<file path="config.mk">
export PLATFORM = sky130hd
export DESIGN_NAME = dbuf_pwm_timer
export DESIGN_NICKNAME = d
export VERILOG_FILES = /design/src/rtl/dbpwm_pkg.sv /design/src/rtl/dbpwm_regs.sv /design/src/rtl/dbpwm_core.sv /design/src/rtl/dbpwm_rdmux.sv /design/src/rtl/dbuf_pwm_timer.sv
export SDC_FILE = /design/constraint.sdc
export NUM_CORES = 1
export LEC_CHECK = 0
export BUFFER_PORTS_ARGS = -buffer_cell sky130_fd_sc_hd__clkbuf_2
export CORE_MARGIN = 1
export CORE_UTILIZATION = 59
export CTS_CLUSTER_SIZE = 20
export DETAILED_ROUTE_END_ITERATION = 12
export GPL_ROUTABILITY_DRIVEN = 0
export HOLD_SLACK_MARGIN = 0.05
export PLACE_DENSITY_LB_ADDON = 0.15
export SYNTH_ARGS = -nofsm -noshare
export SYNTH_HDL_FRONTEND = slang
export SYNTH_HIERARCHICAL = 1
export SYNTH_SLANG_ARGS = --single-unit
</file>
<file path="constraint.sdc">
create_clock -name clk -period 3.05 [get_ports clk]
set_input_delay 0.7625 -clock clk [delete_from_list [all_inputs] [get_ports clk]]
set_output_delay 0.7625 -clock clk [all_outputs]
set_load 0.03 [all_outputs]
</file>
<file path="src/rtl/dbpwm_pkg.sv">
package dbpwm_pkg;
  typedef enum logic {PH_LOW = 1'b0, PH_HIGH = 1'b1} phase_e;
  localparam int ADDR_W = 2;
  localparam logic [ADDR_W-1:0] A_PRIM = 2'd0;
  localparam logic [ADDR_W-1:0] A_SEC  = 2'd1;
  localparam logic [ADDR_W-1:0] A_CNT  = 2'd2;
endpackage

</file>
<file path="src/rtl/dbpwm_regs.sv">
module dbpwm_regs #(
  parameter int W = 24
) (
  input  logic                          clk,
  input  logic                          rst,
  input  logic                          wr_en,
  input  logic [dbpwm_pkg::ADDR_W-1:0]  wr_addr,
  input  logic [W-1:0]                  wr_data,
  input  logic                          latch,
  output logic [W-1:0]                  prim_q,
  output logic [W-1:0]                  stage_q,
  output logic [W-1:0]                  buf_q
);
  import dbpwm_pkg::*;

  logic [W-1:0] commit_q;

  // staged and committed values; the commit copies the stage atomically
  always_ff @(posedge clk) begin
    if (rst) begin
      prim_q   <= '0;
      stage_q  <= '0;
      commit_q <= '0;
    end else if (wr_en) begin
      if (wr_addr == A_PRIM) begin
        prim_q   <= wr_data;
        commit_q <= stage_q;
      end else if (wr_addr == A_SEC) begin
        stage_q  <= wr_data;
      end
    end
  end

  // buffer feeding the high-phase reload moves only at a boundary
  always_ff @(posedge clk) begin
    if (rst)        buf_q <= '0;
    else if (latch) buf_q <= commit_q;
  end
endmodule

</file>
<file path="src/rtl/dbpwm_core.sv">
module dbpwm_core #(
  parameter int W = 24
) (
  input  logic         clk,
  input  logic         rst,
  input  logic         run_en,
  input  logic         cnt_tick,
  input  logic [W-1:0] prim,
  input  logic [W-1:0] buf_in,
  output logic [W-1:0] cnt_q,
  output logic         pwm_q,
  output logic         irq_q,
  output logic         run_q,
  output logic         latch
);
  import dbpwm_pkg::*;

  phase_e ph_q;
  logic   start;
  logic   step;
  logic   at_zero;

  assign start   = run_en && !run_q;
  assign step    = run_en && cnt_tick && !start;
  assign at_zero = (cnt_q == '0);
  assign latch   = start || (step && at_zero && ph_q == PH_HIGH);

  always_ff @(posedge clk) begin
    if (rst) begin
      cnt_q <= '0;
      pwm_q <= 1'b0;
      irq_q <= 1'b0;
      run_q <= 1'b0;
      ph_q  <= PH_LOW;
    end else begin
      run_q <= run_en;
      irq_q <= 1'b0;
      if (start) begin
        cnt_q <= prim;
        pwm_q <= 1'b0;
        ph_q  <= PH_LOW;
      end else if (step) begin
        if (at_zero) begin
          irq_q <= 1'b1;
          pwm_q <= ~pwm_q;
          if (ph_q == PH_LOW) begin
            cnt_q <= buf_in;
            ph_q  <= PH_HIGH;
          end else begin
            cnt_q <= prim;
            ph_q  <= PH_LOW;
          end
        end else begin
          cnt_q <= cnt_q - 1'b1;
        end
      end
    end
  end
endmodule

</file>
<file path="src/rtl/dbpwm_rdmux.sv">
module dbpwm_rdmux #(
  parameter int W = 24
) (
  input  logic                          clk,
  input  logic                          rst,
  input  logic [dbpwm_pkg::ADDR_W-1:0]  rd_addr,
  input  logic [W-1:0]                  prim,
  input  logic [W-1:0]                  stage,
  input  logic [W-1:0]                  cnt,
  output logic [W-1:0]                  rd_q
);
  import dbpwm_pkg::*;

  always_ff @(posedge clk) begin
    if (rst) rd_q <= '0;
    else begin
      case (rd_addr)
        A_PRIM:  rd_q <= prim;
        A_SEC:   rd_q <= stage;
        A_CNT:   rd_q <= cnt;
        default: rd_q <= '0;
      endcase
    end
  end
endmodule

</file>
<file path="src/rtl/dbuf_pwm_timer.sv">
module dbuf_pwm_timer #(
  parameter int CNT_W = 24
) (
  input  logic             clk,
  input  logic             rst,
  input  logic             wr_en,
  input  logic [1:0]       wr_addr,
  input  logic [CNT_W-1:0] wr_data,
  input  logic [1:0]       rd_addr,
  output logic [CNT_W-1:0] rd_data,
  input  logic             run_en,
  input  logic             cnt_tick,
  output logic [CNT_W-1:0] cnt_val,
  output logic             pwm_out,
  output logic             irq
);
  logic [CNT_W-1:0] prim_q;
  logic [CNT_W-1:0] stage_q;
  logic [CNT_W-1:0] buf_q;
  logic             latch;
  logic             run_q;

  dbpwm_regs #(.W(CNT_W)) regs_i (
    .clk(clk), .rst(rst), .wr_en(wr_en), .wr_addr(wr_addr),
    .wr_data(wr_data), .latch(latch),
    .prim_q(prim_q), .stage_q(stage_q), .buf_q(buf_q)
  );

  dbpwm_core #(.W(CNT_W)) core_i (
    .clk(clk), .rst(rst), .run_en(run_en), .cnt_tick(cnt_tick),
    .prim(prim_q), .buf_in(buf_q),
    .cnt_q(cnt_val), .pwm_q(pwm_out), .irq_q(irq),
    .run_q(run_q), .latch(latch)
  );

  dbpwm_rdmux #(.W(CNT_W)) rdmux_i (
    .clk(clk), .rst(rst), .rd_addr(rd_addr),
    .prim(prim_q), .stage(stage_q), .cnt(cnt_val),
    .rd_q(rd_data)
  );
endmodule

</file>
==> results of run 1 <==
-- logic make-up (layout without fill, tap and decap cells) --
| kind of cell | count (synthesis) | in the layout |
|---|---|---|
| AND/OR/NAND/NOR | 252 | 252 |
| adder cells (fa/ha/maj) | 2 | 2 |
| flip-flops | 148 | 148 |
| AO/OA/AOI/OAI | 133 | 133 |
| buffers and inverters | 66 | 139 |
| multiplexers | 115 | 115 |
| XOR/XNOR | 14 | 14 |
-- through the flow --
stage / instance area, um2 / setup slack, ns / cells
floorplan: 7418 / 0.2910 / 730
finish: 8383 / 0.3791 / 971
detailed placement: 7826 / 0.4668 / 939
CTS: 8383 / 0.4566 / 971
global route: 8383 / 0.1653 / 971
global placement: 7826 / 0.5447 / 939
-- final cells by class --
type                    count  area (um2)  area share, %
clock inverters             9       78.83         0.9403
flip-flops and latches    148        2963          35.34
repair buffers            104       615.6          7.343
inverters                   3       11.26         0.1343
multi-input cells         516        4026          48.03
well taps                 168       210.2          2.507
clock buffers              23       478.0          5.701
-- power groups by stage --
stage	Clock [mW]	Combinational [mW]	Sequential, mW
3_5_place_dp	0	1.03	2.11
5_1_grt	2.07	1.13	2.07
4_1_cts	2.00	1.03	2.06
3_3_place_gp	0	1.01	2.10
2_1_floorplan	0	0.787	2.15
6_report	1.97	1.05	2.07
-- routing by layer --
layer,share of wire [%],up-vias,routed length [um]
met2,43,175,7876
met4,1.4,0,259
met1,50,2763,9155
met5,0,-,0
met3,6.0,25,1107
li1,-,2738,-
-- cells in the final DEF (no fill, tap or decap), types with 4 or more instances in the layout --
| master | n |
|---|---|
| nor2b_1 | 35 |
| o31a_1 | 5 |
| clkbuf_2 | 81 |
| o22ai_1 | 15 |
| nor2_1 | 43 |
| nor4_1 | 9 |
| o21ai_0 | 13 |
| mux2_2 | 15 |
| mux2i_1 | 100 |
| nand2_1 | 6 |
| nand2b_1 | 120 |
| buf_4 | 20 |
| nor3_1 | 11 |
| a211oi_2 | 44 |
| xor2_1 | 4 |
| dfxtp_1 | 148 |
| o32ai_1 | 7 |
| a22oi_1 | 24 |
| a211oi_1 | 11 |
| clkbuf_16 | 17 |
| clkinv_2 | 5 |
| nand3_1 | 4 |
| xnor2_1 | 10 |
-- critical path, delay by kind of cell, from the launching register on --
kind	cells	cell delay, ns
AO/OA/AOI/OAI	1	0.17
buffers and inverters	1	0.44
flip-flops	1	0.40
multiplexers	1	0.28
AND/OR/NAND/NOR	5	1.22
-- state kept, by name, indices dropped and copies added, names as in the netlist --
name / flops
core_i/cnt_q: 24
rdmux_i/rd_q: 24
regs_i/buf_q: 24
regs_i/commit_q: 24
regs_i/prim_q: 24
regs_i/stage_q: 24
core_i/irq_q: 1
core_i/ph_q: 1
core_i/pwm_q: 1
core_i/run_q: 1
-- worst paths after layout --
| check | endpoint | startpoint | depth (start not counted) | slack (ns) |
|---|---|---|---|---|
| min | regs_i/commit_q[0]$_SDFFE_PP0P_ | regs_i/commit_q[0]$_SDFFE_PP0P_ | 2 | 0.48 |
| max reg2reg | regs_i/buf_q[12]$_SDFFE_PP0P_ | core_i/cnt_q[14]$_SDFFE_PP0P_ | 8 | 0.38 |
| min reg2reg | regs_i/commit_q[0]$_SDFFE_PP0P_ | regs_i/commit_q[0]$_SDFFE_PP0P_ | 2 | 0.48 |
| max | regs_i/buf_q[12]$_SDFFE_PP0P_ | core_i/cnt_q[14]$_SDFFE_PP0P_ | 8 | 0.38 |
==> key figures, run 1 <==
Drt
  • First-pass DRT Iterations: 7
  • First-iteration detailed-routing DRC count: roughly 480
  • Via count: about 5700
  • Via density: just under 6
  • Post-route ant nets: 0
  • Avg WL per Cell: around 19 um
  • DRC: 0
  • Final WL: roughly 18000 um

Timing
  • Worst Max-Slew Pin Slew: 0.9246 ns
  • Max-slew violations: 0
  • Fin crit period: between 2 and 3 ns
  • Relative slew slack: between 30% and 40%
  • Hold violation total from the final report: 0
  • Final Skew: 0.005704 ns
  • Fmax achieved: roughly 370 MHz
  • Setup TNS: 0 ns
  • RSZ-0062 raised after global routing: no
  • Hold WS: approximately 0.48 ns
  • Final setup fails: 0
  • Final period utilization: a little under 90%

CTS
  • Num CTS Buffers: 17
  • Clock root buffer master: clkbuf_16
  • Clock latency at the later pin of the worst-skew pair: approximately 0.43 ns
  • Clock-pin slew on the worst setup and hold paths: 0.06 ns
  • Sink Count: 148
  • Post-CTS setup buffers: 0
  • Resized Gates After CTS: 0
  • TritonCTS clock tree: built
  • Post-cts hold buffer count: 0
  • # H-tree levels: 4
  • CTS Buffer Depth: 2

Critical path
  • Crit-path max cell delay: between 0.5 and 0.6 ns
  • Arrival @ worst endpoint: just under 3 ns
  • Crit-path slowest cell: nor4_2
  • Crit path kind: reg2reg
  • Worst Path Required: ~3.3 ns
  • Critical path endpoint category: flop
  • CP startpoint kind: flop
  • Cell Chain, Critical Path: nor4_2 -> nand2_1 -> nor3_4 -> nand3_1 -> a21boi_4 -> buf_4 -> mux2i_1 -> nor2_1
  • Critical Path Fanout Max: 24

Synthesis
  • Avg Synthesized Cell Area: slightly above 10 um2
  • Synth Area in Adders: 0.3373%
  • Ys flop type: dfxtp_1
  • Most common cell in the synthesized netlist: dfxtp_1
  • Top post-synthesis cells by count: dfxtp_1 (148), nand2b_1 (120), mux2i_1 (100)
  • Top cells by area, synth: dfxtp_1 (40%), mux2i_1 (13%), nand2b_1 (10%), a211oi_2 (7.4%), nor2b_1 (3.0%)
  • Count of different cell masters after synthesis: 53
  • Yosys top cell area share: approximately 40%
  • Yosys warns: 6
  • Post-synth EDFFs: 0
  • Seq cells post-synth: 148
  • Mapped Cells: 730
  • Most area-hungry cell type in the Yosys netlist: dfxtp_1
  • Xor and xnor area share after synthesis: 1.653%
  • Asr flop ratio synth: 0%
  • Synthesized area: ~7400 um2
  • Mux contribution to synthesized area: 15.77%
  • Compound-cell area share of the yosys netlist: between 10% and 20%
  • Simple-gate share of the synthesized area: about a fifth
  • Largest family of logic cells by synthesized area: simple AND/OR/NAND/NOR gates
  • Post-Syn Nets: around 770
  • Seq/Total Area, Yosys: 39.94%

Power and ir drop
  • Logic pwr share: between 20% and 30%
  • Worst VDD drop: about 0.42 mV
  • Pwr Density: approximately 610 nW/um2
  • Clk network pwr share: 38.8%
  • P_int: approximately 3.6 mW
  • Power Total: roughly 5.1 mW
  • Leak: between 3 and 4 nW
  • Flop pwr share: about 41%
  • Sw Pwr: 1.507 mW
  • Switching share of power: just under 30%

Die
  • Full die area: around 13000 um2
  • Starting density of the core: about three fifths
  • Core Rows: 40
  • Die height: ~110 um
  • Die width: between 100 and 150 um
  • IO Count: between 80 and 90
  • Core box area: 12110 um2

Placement
  • Number of port buffers: 82
  • Dpl hpwl: between 10000 and 15000 um

Global routing
  • Grt peak-use layer: met1
  • Global-route wire length before repair: about 29000 um
  • GRT met3 Usage: a little over 6%
  • Total grt overflow: 0
  • Initial antenna violation count: 0
  • Met2 GRT Util: 41.70%
  • Largest net degree at the start of global routing: between 150 and 200
  • Tot GR Track Use: 29.40%
  • Met1 GRT Util: ~44%
  • Vias in the first global route: 5426

Cells and area
  • Area Overhead vs Synth: 13.00%
  • Fillers: between 900 and 1000
  • Antenna cell count: 0
  • Ratio of cells with drive above 1 in the final layout: between 20% and 30%
  • Final Net Count: about 830
  • Final Util: slightly below 70%

Run
  • Max-Cap Viols: 0

Outcome
  • Outcome: complete, no violations

Hold path
  • Hold WC Path Type: reg2reg
(Power assumes the default switching activity.)
==> run 2, diff against run 1 <==
ABC_AREA = 1   (was default)
==> key figures, run 2 <==
CTS
  • Resized Gates After CTS: 0 (unchanged)
  • Num CTS Buffers: 17 (unchanged)
  • Sink Count: 148 (unchanged)
  • # H-tree levels: 4 (unchanged)
  • Clock latency at the later pin of the worst-skew pair: 0.43 ns (about the same)
  • Clock root buffer master: clkbuf_16
  • Clock-pin slew on the worst setup and hold paths: 0.06 ns (about the same)
  • CTS Buffer Depth: 2 (unchanged)
  • Post-CTS setup buffers: 0 (unchanged)
  • Post-cts hold buffer count: 0 (unchanged)
  • TritonCTS clock tree: built

Critical path
  • Worst Reg-to-Reg Cells: 12 (+4)
  • Reg2reg end: regs_i/buf_q[21]$_SDFFE_PP0P_
  • CP startpoint: core_i/cnt_q[0]$_SDFFE_PP0P_
  • Arrival @ worst endpoint: 2.66 ns (-0.30 ns)
  • End of the critical path: regs_i/buf_q[21]$_SDFFE_PP0P_
  • Critical Path Fanout Max: 13 (-46%)
  • Worst Path Required: 3.37 ns (+0.03 ns)
  • Cell Chain, Critical Path: inv_1 -> ha_1 -> nand4_1 -> nor2_1 -> nand2_1 -> inv_2 -> nand2_1 -> o21ai_1 -> inv_1 -> buf_4 -> nor2_1 -> nor2_1
  • Reg2reg setup slack: 0.71 ns (+0.33 ns)
  • CP most frequent cell: nor2_1
  • Crit path kind: reg2reg
  • Crit Reg-Reg Startpoint: core_i/cnt_q[0]$_SDFFE_PP0P_
  • CP startpoint kind: flop
  • Crit-path slowest cell: dfxtp_1
  • Critical path endpoint category: flop
  • Crit-path max cell delay: 0.33 ns (-0.25 ns)

Global routing
  • Initial antenna violation count: 0 (unchanged)
  • Global-route wire length before repair: 36030 um (+23%)
  • Total grt overflow: 0 (unchanged)
  • Tot GR Track Use: 35.76% (+6.4 points)
  • Largest net degree at the start of global routing: 65 (-60%)
  • Vias in the first global route: 6727 (+24%)

Synthesis
  • Asr flop ratio synth: 0% (unchanged)
  • Top post-synthesis cells by count: nand2_1 (249), nor2_1 (180), nand3_1 (149)
  • Post-Syn Nets: 1196 (+56%)
  • Avg Synthesized Cell Area: 6.585 um2 (-35%)
  • Top cells by area, synth: dfxtp_1 (39%), nand2_1 (12%), nand3_1 (9.8%), nor2_1 (8.8%), inv_1 (6.8%)
  • Yosys top cell area share: 38.76% (-1.2 points)
  • Mapped Cells: 1161 (+59%)
  • Count of different cell masters after synthesis: 33 (-38%)
  • Post-synth EDFFs: 0 (unchanged)
  • Seq cells post-synth: 148 (unchanged)
  • Seq/Total Area, Yosys: 38.76% (-1.2 points)
  • Yosys warns: 6 (unchanged)
  • Most area-hungry cell type in the Yosys netlist: dfxtp_1
  • Synthesized area: 7645 um2 (+3.1%)
  • Most common cell in the synthesized netlist: nand2_1
  • Ys flop type: dfxtp_1

Drt
  • First-iteration detailed-routing DRC count: 1182 (+150%)
  • Via count: 7813 (+37%)
  • First-pass DRT Iterations: 6 (-1)
  • DRC: 0 (unchanged)
  • Via density: 5.609 (-4.5%)
  • Final WL: 23390 um (+27%)
  • Avg WL per Cell: 16.79 um (-11%)
  • Post-route ant nets: 0 (unchanged)

Timing
  • RSZ-0062 raised after global routing: no
  • Final period utilization: 76.73% (-11 points)
  • Fmax achieved: 427.3 MHz (+14%)
  • Hold violation total from the final report: 0 (unchanged)
  • Worst Max-Slew Pin Slew: 0.6740 ns (-0.2506 ns)
  • Final setup fails: 0 (unchanged)
  • Relative slew slack: 55.00% (+17 points)
  • Final Skew: 0.01071 ns (+0.005009 ns)
  • Setup TNS: 0 ns (unchanged)
  • Max-slew violations: 0 (unchanged)
  • Fin crit period: 2.340 ns (-0.3305 ns)

Die
  • Die height: 115.8 um (+1.5%)
  • IO Count: 83 (unchanged)
  • Die width: 115.8 um (+1.5%)
  • Starting density of the core: 60.58% (-0.67 points)
  • Core box area: 12620 um2 (+4.2%)
  • Core Rows: 41 (+2.5%)
  • Full die area: 13420 um2 (+3.0%)

Run
  • Max-Cap Viols: 0 (unchanged)

Cells and area
  • Commonest non-fill, non-tap cell in the layout: nand2_1
  • Area Overhead vs Synth: 13.14%
  • Fillers: 1129 (+19%)
  • Antenna cell count: 0 (unchanged)
  • Final Util: 68.54% (-0.67 points)
  • Commonest cells after routing, fill and taps aside: nand2_1 (249), nor2_1 (180), nand3_1 (149)
  • Final Net Count: 1243 (+51%)
  • Ratio of cells with drive above 1 in the final layout: 14.58% (-10 points)

Power and ir drop
  • Leak: 4.242 nW (+24%)
  • Pwr Density: 696.2 nW/um2 (+15%)
  • Power Total: 6.022 mW (+18%)
  • Worst VDD drop: 0.3800 mV (-9.5%)

Hold path
  • Hold WC Path Type: reg2reg

Placement
  • Number of port buffers: 82 (unchanged)
  • Dpl hpwl: 16150 um (+33%)

Outcome
  • Outcome: complete, no violations
[run 2: changes by cell type after synthesis, sizes merged, moves of 35 or more]
| cell | change |
|---|---|
| nand2 | +249 |
| inv | +140 |
| nand2b | -120 |
| a21oi | +73 |
| mux2i | -97 |
| a211oi | -55 |
| nand3 | +151 |
| nor2b | -35 |
| o21ai | +47 |
| nor2 | +160 |
[run 2: worst max-delay path, delay by kind of cell, from the launching register on]
kind / cells / cell delay (ns)
buffers and inverters: 4 / 0.83
adder cells (fa/ha/maj): 1 / 0.20
AO/OA/AOI/OAI: 1 / 0.19
AND/OR/NAND/NOR: 6 / 0.69
flip-flops: 1 / 0.33
[run 2: cells by family after synthesis]
family                   after synthesis  share of synthesized area (%)
AND/OR/NAND/NOR                      625                          35.89
buffers and inverters                215                          12.55
AO/OA/AOI/OAI                        165                          11.73
flip-flops                           148                          38.76
XOR/XNOR                               3                         0.3438
multiplexers                           3                         0.3928
adder cells (fa/ha/maj)                2                         0.3273
[run 2: stage by stage]
step / setup WS (ns) / cells / area [um2] / hold WS, ns
CTS: 0.7721 / 1393 / 8650 / 0.4887
global route: 0.5205 / 1393 / 8650 / 0.5017
detailed placement: 0.6817 / 1361 / 8021 / 0.4718
floorplan: 0.7641 / 1161 / 7645 / 0.4523
finish: 0.7096 / 1393 / 8650 / 0.4828
global placement: 0.6960 / 1361 / 8021 / 0.4694
[run 2: area by class of cell]
cell class              instances  area [um2]  area share (%)
multi-input cells             798        3727           43.09
flip-flops and latches        148        2963           34.25
repair buffers                 99       575.6           6.654
inverters                     144       540.5           6.249
clock buffers                  22       484.2           5.598
well taps                     172       215.2           2.488
clock inverters                10       143.9           1.664
[run 2: how the worst min path moves through the flow]
stage	startpoint	end	slack [ns]	cells after the start
4_1_cts	regs_i/commit_q[4]$_SDFFE_PP0P_	regs_i/commit_q[4]$_SDFFE_PP0P_	0.49	2
5_1_grt	regs_i/commit_q[4]$_SDFFE_PP0P_	regs_i/commit_q[4]$_SDFFE_PP0P_	0.50	2
3_3_place_gp	regs_i/commit_q[5]$_SDFFE_PP0P_	regs_i/commit_q[5]$_SDFFE_PP0P_	0.47	2
6_report	regs_i/commit_q[4]$_SDFFE_PP0P_	regs_i/commit_q[4]$_SDFFE_PP0P_	0.48	2
2_1_floorplan	regs_i/commit_q[10]$_SDFFE_PP0P_	regs_i/commit_q[10]$_SDFFE_PP0P_	0.45	2
3_5_place_dp	regs_i/commit_q[4]$_SDFFE_PP0P_	regs_i/commit_q[4]$_SDFFE_PP0P_	0.47	2
[run 2: layer usage]
layer / vias up / wire (um) / global-route usage, %
met5: - / 0 / 0
met1: 3504 / 9780 / 49.10
li1: 3774 / - / -
met4: 0 / 997 / 17.26
met2: 472 / 10130 / 52.94
met3: 63 / 2487 / 8.159
[run 2: power breakdown]
group | internal, mW | leakage (nW) | total [mW] | switching [mW]
Combinational | 0.505 | 2.73 | 1.64 | 1.13
Sequential | 2.06 | 1.21 | 2.18 | 0.129
Clock | 1.38 | 0.299 | 2.20 | 0.822
==> run 3, diff against run 2 <==
ABC_AREA = 0   (was 1)
clock period = 2.3 ns   (was 3.05 ns; I/O delays follow)
==> key figures, run 3 (same netlist as run 1, synthesis figures left out) <==
Outcome
  • Outcome: complete, no violations

Timing
  • Hold WS: 0.4189 ns (-0.06388 ns)
  • Worst setup margin: 0.1182 ns (-0.5914 ns)
  • Relative slew slack: 61.69% (+6.7 points)
  • Fmax achieved: 458.3 MHz (+7.3%)
  • Hold violation total from the final report: 0 (unchanged)
  • Final setup fails: 0 (unchanged)
  • Max-slew violations: 0 (unchanged)
  • Final Skew: 0.007829 ns (-0.002884 ns)
  • RSZ-0062 raised after global routing: no
  • Final period utilization: 94.86% (+18 points)
  • Worst Max-Slew Pin Slew: 0.5746 ns (-0.09935 ns)
  • Fin crit period: 2.182 ns (-0.1586 ns)
  • Setup TNS: 0 ns (unchanged)

Global routing
  • Total grt overflow: 0 (unchanged)
  • Global-route wire length before repair: 30090 um (-16%)
  • Vias in the first global route: 5640 (-16%)
  • Tot GR Track Use: 30.36% (-5.4 points)
  • Largest net degree at the start of global routing: 119 (+83%)
  • Initial antenna violation count: 0 (unchanged)

CTS
  • Clock latency at the later pin of the worst-skew pair: 0.42 ns (about the same)
  • Resized Gates After CTS: 0 (unchanged)
  • Clock root buffer master: clkbuf_16
  • Clock-pin slew on the worst setup and hold paths: 0.06 ns (about the same)
  • Sink Count: 148 (unchanged)
  • CTS Buffer Depth: 2 (unchanged)
  • Num CTS Buffers: 17 (unchanged)
  • Post-CTS setup buffers: 0 (unchanged)
  • TritonCTS clock tree: built
  • Post-cts hold buffer count: 0 (unchanged)
  • # H-tree levels: 4 (unchanged)

Drt
  • DRC: 0 (unchanged)
  • Avg WL per Cell: 19.10 um (+14%)
  • Via density: 5.870 (+4.7%)
  • Via count: 5829 (-25%)
  • Post-route ant nets: 0 (unchanged)
  • Final WL: 18960 um (-19%)
  • First-pass DRT Iterations: 5 (-1)
  • First-iteration detailed-routing DRC count: 580 (-51%)

Hold path
  • Worst Hold Launch: wr_data[22]
  • Hold WC Path Type: in2reg

Placement
  • Placed Cells: 961 (-29%)
  • Dpl ws: 0.1370 ns (-0.5447 ns)
  • Dpl hpwl: 12670 um (-22%)
  • Number of port buffers: 82 (unchanged)

Critical path
  • Cell Chain, Critical Path: inv_2 -> ha_1 -> or4b_4 -> nor3_4 -> nand3_2 -> a21boi_4 -> buf_12 -> mux2i_1 -> nor2_1
  • Crit-path slowest cell: or4b_4
  • CP startpoint kind: flop
  • Crit path kind: reg2reg
  • CP startpoint: core_i/cnt_q[1]$_SDFFE_PP0P_
  • Worst Path Required: 2.59 ns (-0.78 ns)
  • Critical path endpoint category: flop
  • Crit Reg-Reg Startpoint: core_i/cnt_q[1]$_SDFFE_PP0P_
  • Crit-path max cell delay: 0.47 ns (+0.14 ns)
  • Critical Path Fanout Max: 21 (+8)
  • Arrival @ worst endpoint: 2.47 ns (-0.19 ns)

Cells and area
  • Ratio of cells with drive above 1 in the final layout: 28.61% (+14 points)
  • Commonest cells after routing, fill and taps aside: dfxtp_1 (142), nand2b_1 (120), mux2i_1 (100)
  • Commonest non-fill, non-tap cell in the layout: dfxtp_1
  • Antenna cell count: 0 (unchanged)
  • Final Net Count: 847 (-32%)
  • Area Overhead vs Synth: 16.23%
  • Non-filler cells, final: 993 (-29%)

Power and ir drop
  • Pwr Density: 799.8 nW/um2 (+15%)
  • Worst VDD drop: 0.6133 mV (+61%)
  • Power Total: 6.896 mW (+15%)
  • Leak: 3.556 nW (-16%)

Die
  • IO Count: 83 (unchanged)
  • Full die area: 13030 um2 (-2.9%)
  • Die width: 114.1 um (-1.5%)
  • Core Rows: 40 (-2.4%)
  • Die height: 114.1 um (-1.5%)
  • Starting density of the core: 61.25% (+0.67 points)
  • Core box area: 12110 um2 (-4.0%)

Run
  • Max-Cap Viols: 0 (unchanged)
==> run 3: cell types whose count changed in the layout (fill, tap and decap cells not counted), sizes merged, moves of 73 or more <==
cell | previous run | this run
nand2 | 255 | 6
nor2 | 203 | 43
nand2b | 0 | 120
inv | 146 | 9
a21oi | 74 | 1
nand3 | 156 | 5
mux2i | 3 | 100
==> run 3: final timing paths <==
kind                                                          to  slack (ns)  cells after the start
worst max-delay path               regs_i/buf_q[15]$_SDFFE_PP0P_        0.12                      9
worst min-delay path              regs_i/prim_q[22]$_SDFFE_PP0P_        0.42                      3
worst max register to register     regs_i/buf_q[15]$_SDFFE_PP0P_        0.12                      9
worst min register to register  regs_i/commit_q[10]$_SDFFE_PP0P_        0.48                      2
==> run 3: critical path, delay by kind of cell (launching register included) <==
kind / cells / cell delay, ns
flops: 1 / 0.37
buf+inv: 2 / 0.28
mux: 1 / 0.23
simple gates: 4 / 0.86
fa+ha+maj: 1 / 0.12
compound gates: 1 / 0.18
==> run 3: per-layer routing <==
| metal | GRT usage [%] | vias up | routed length [um] |
|---|---|---|---|
| met5 | 0 | - | 0 |
| met4 | 7.446 | 0 | 130 |
| met3 | 7.517 | 13 | 1302 |
| met2 | 44.00 | 234 | 8156 |
| met1 | 44.98 | 2808 | 9374 |
| li1 | - | 2774 | - |
==> run 3: power breakdown <==
part           internal, mW  total, mW  switching, mW
logic                 0.613       1.51          0.894
registers              2.64       2.71         0.0672
clock network          1.51       2.68           1.17
==> run 3: area by class of cell <==
type	count	area, um2
multi-input combinational	516	4046
fill	948	3490
tap	168	210.2
clock inverter	15	145.1
timing repair buffer	126	805.8
inverter	3	11.26
sequential	148	2978
clock buffer	17	425.4
==> run 3: metrics by stage <==
step | area, um2 | utilization (%)
final | 8622 | 71.19
after global placement | 8051 | 66.48
after CTS | 8622 | 71.19
after detailed placement | 8051 | 66.48
after floorplan | 7480 | -
after global routing | 8622 | 71.19
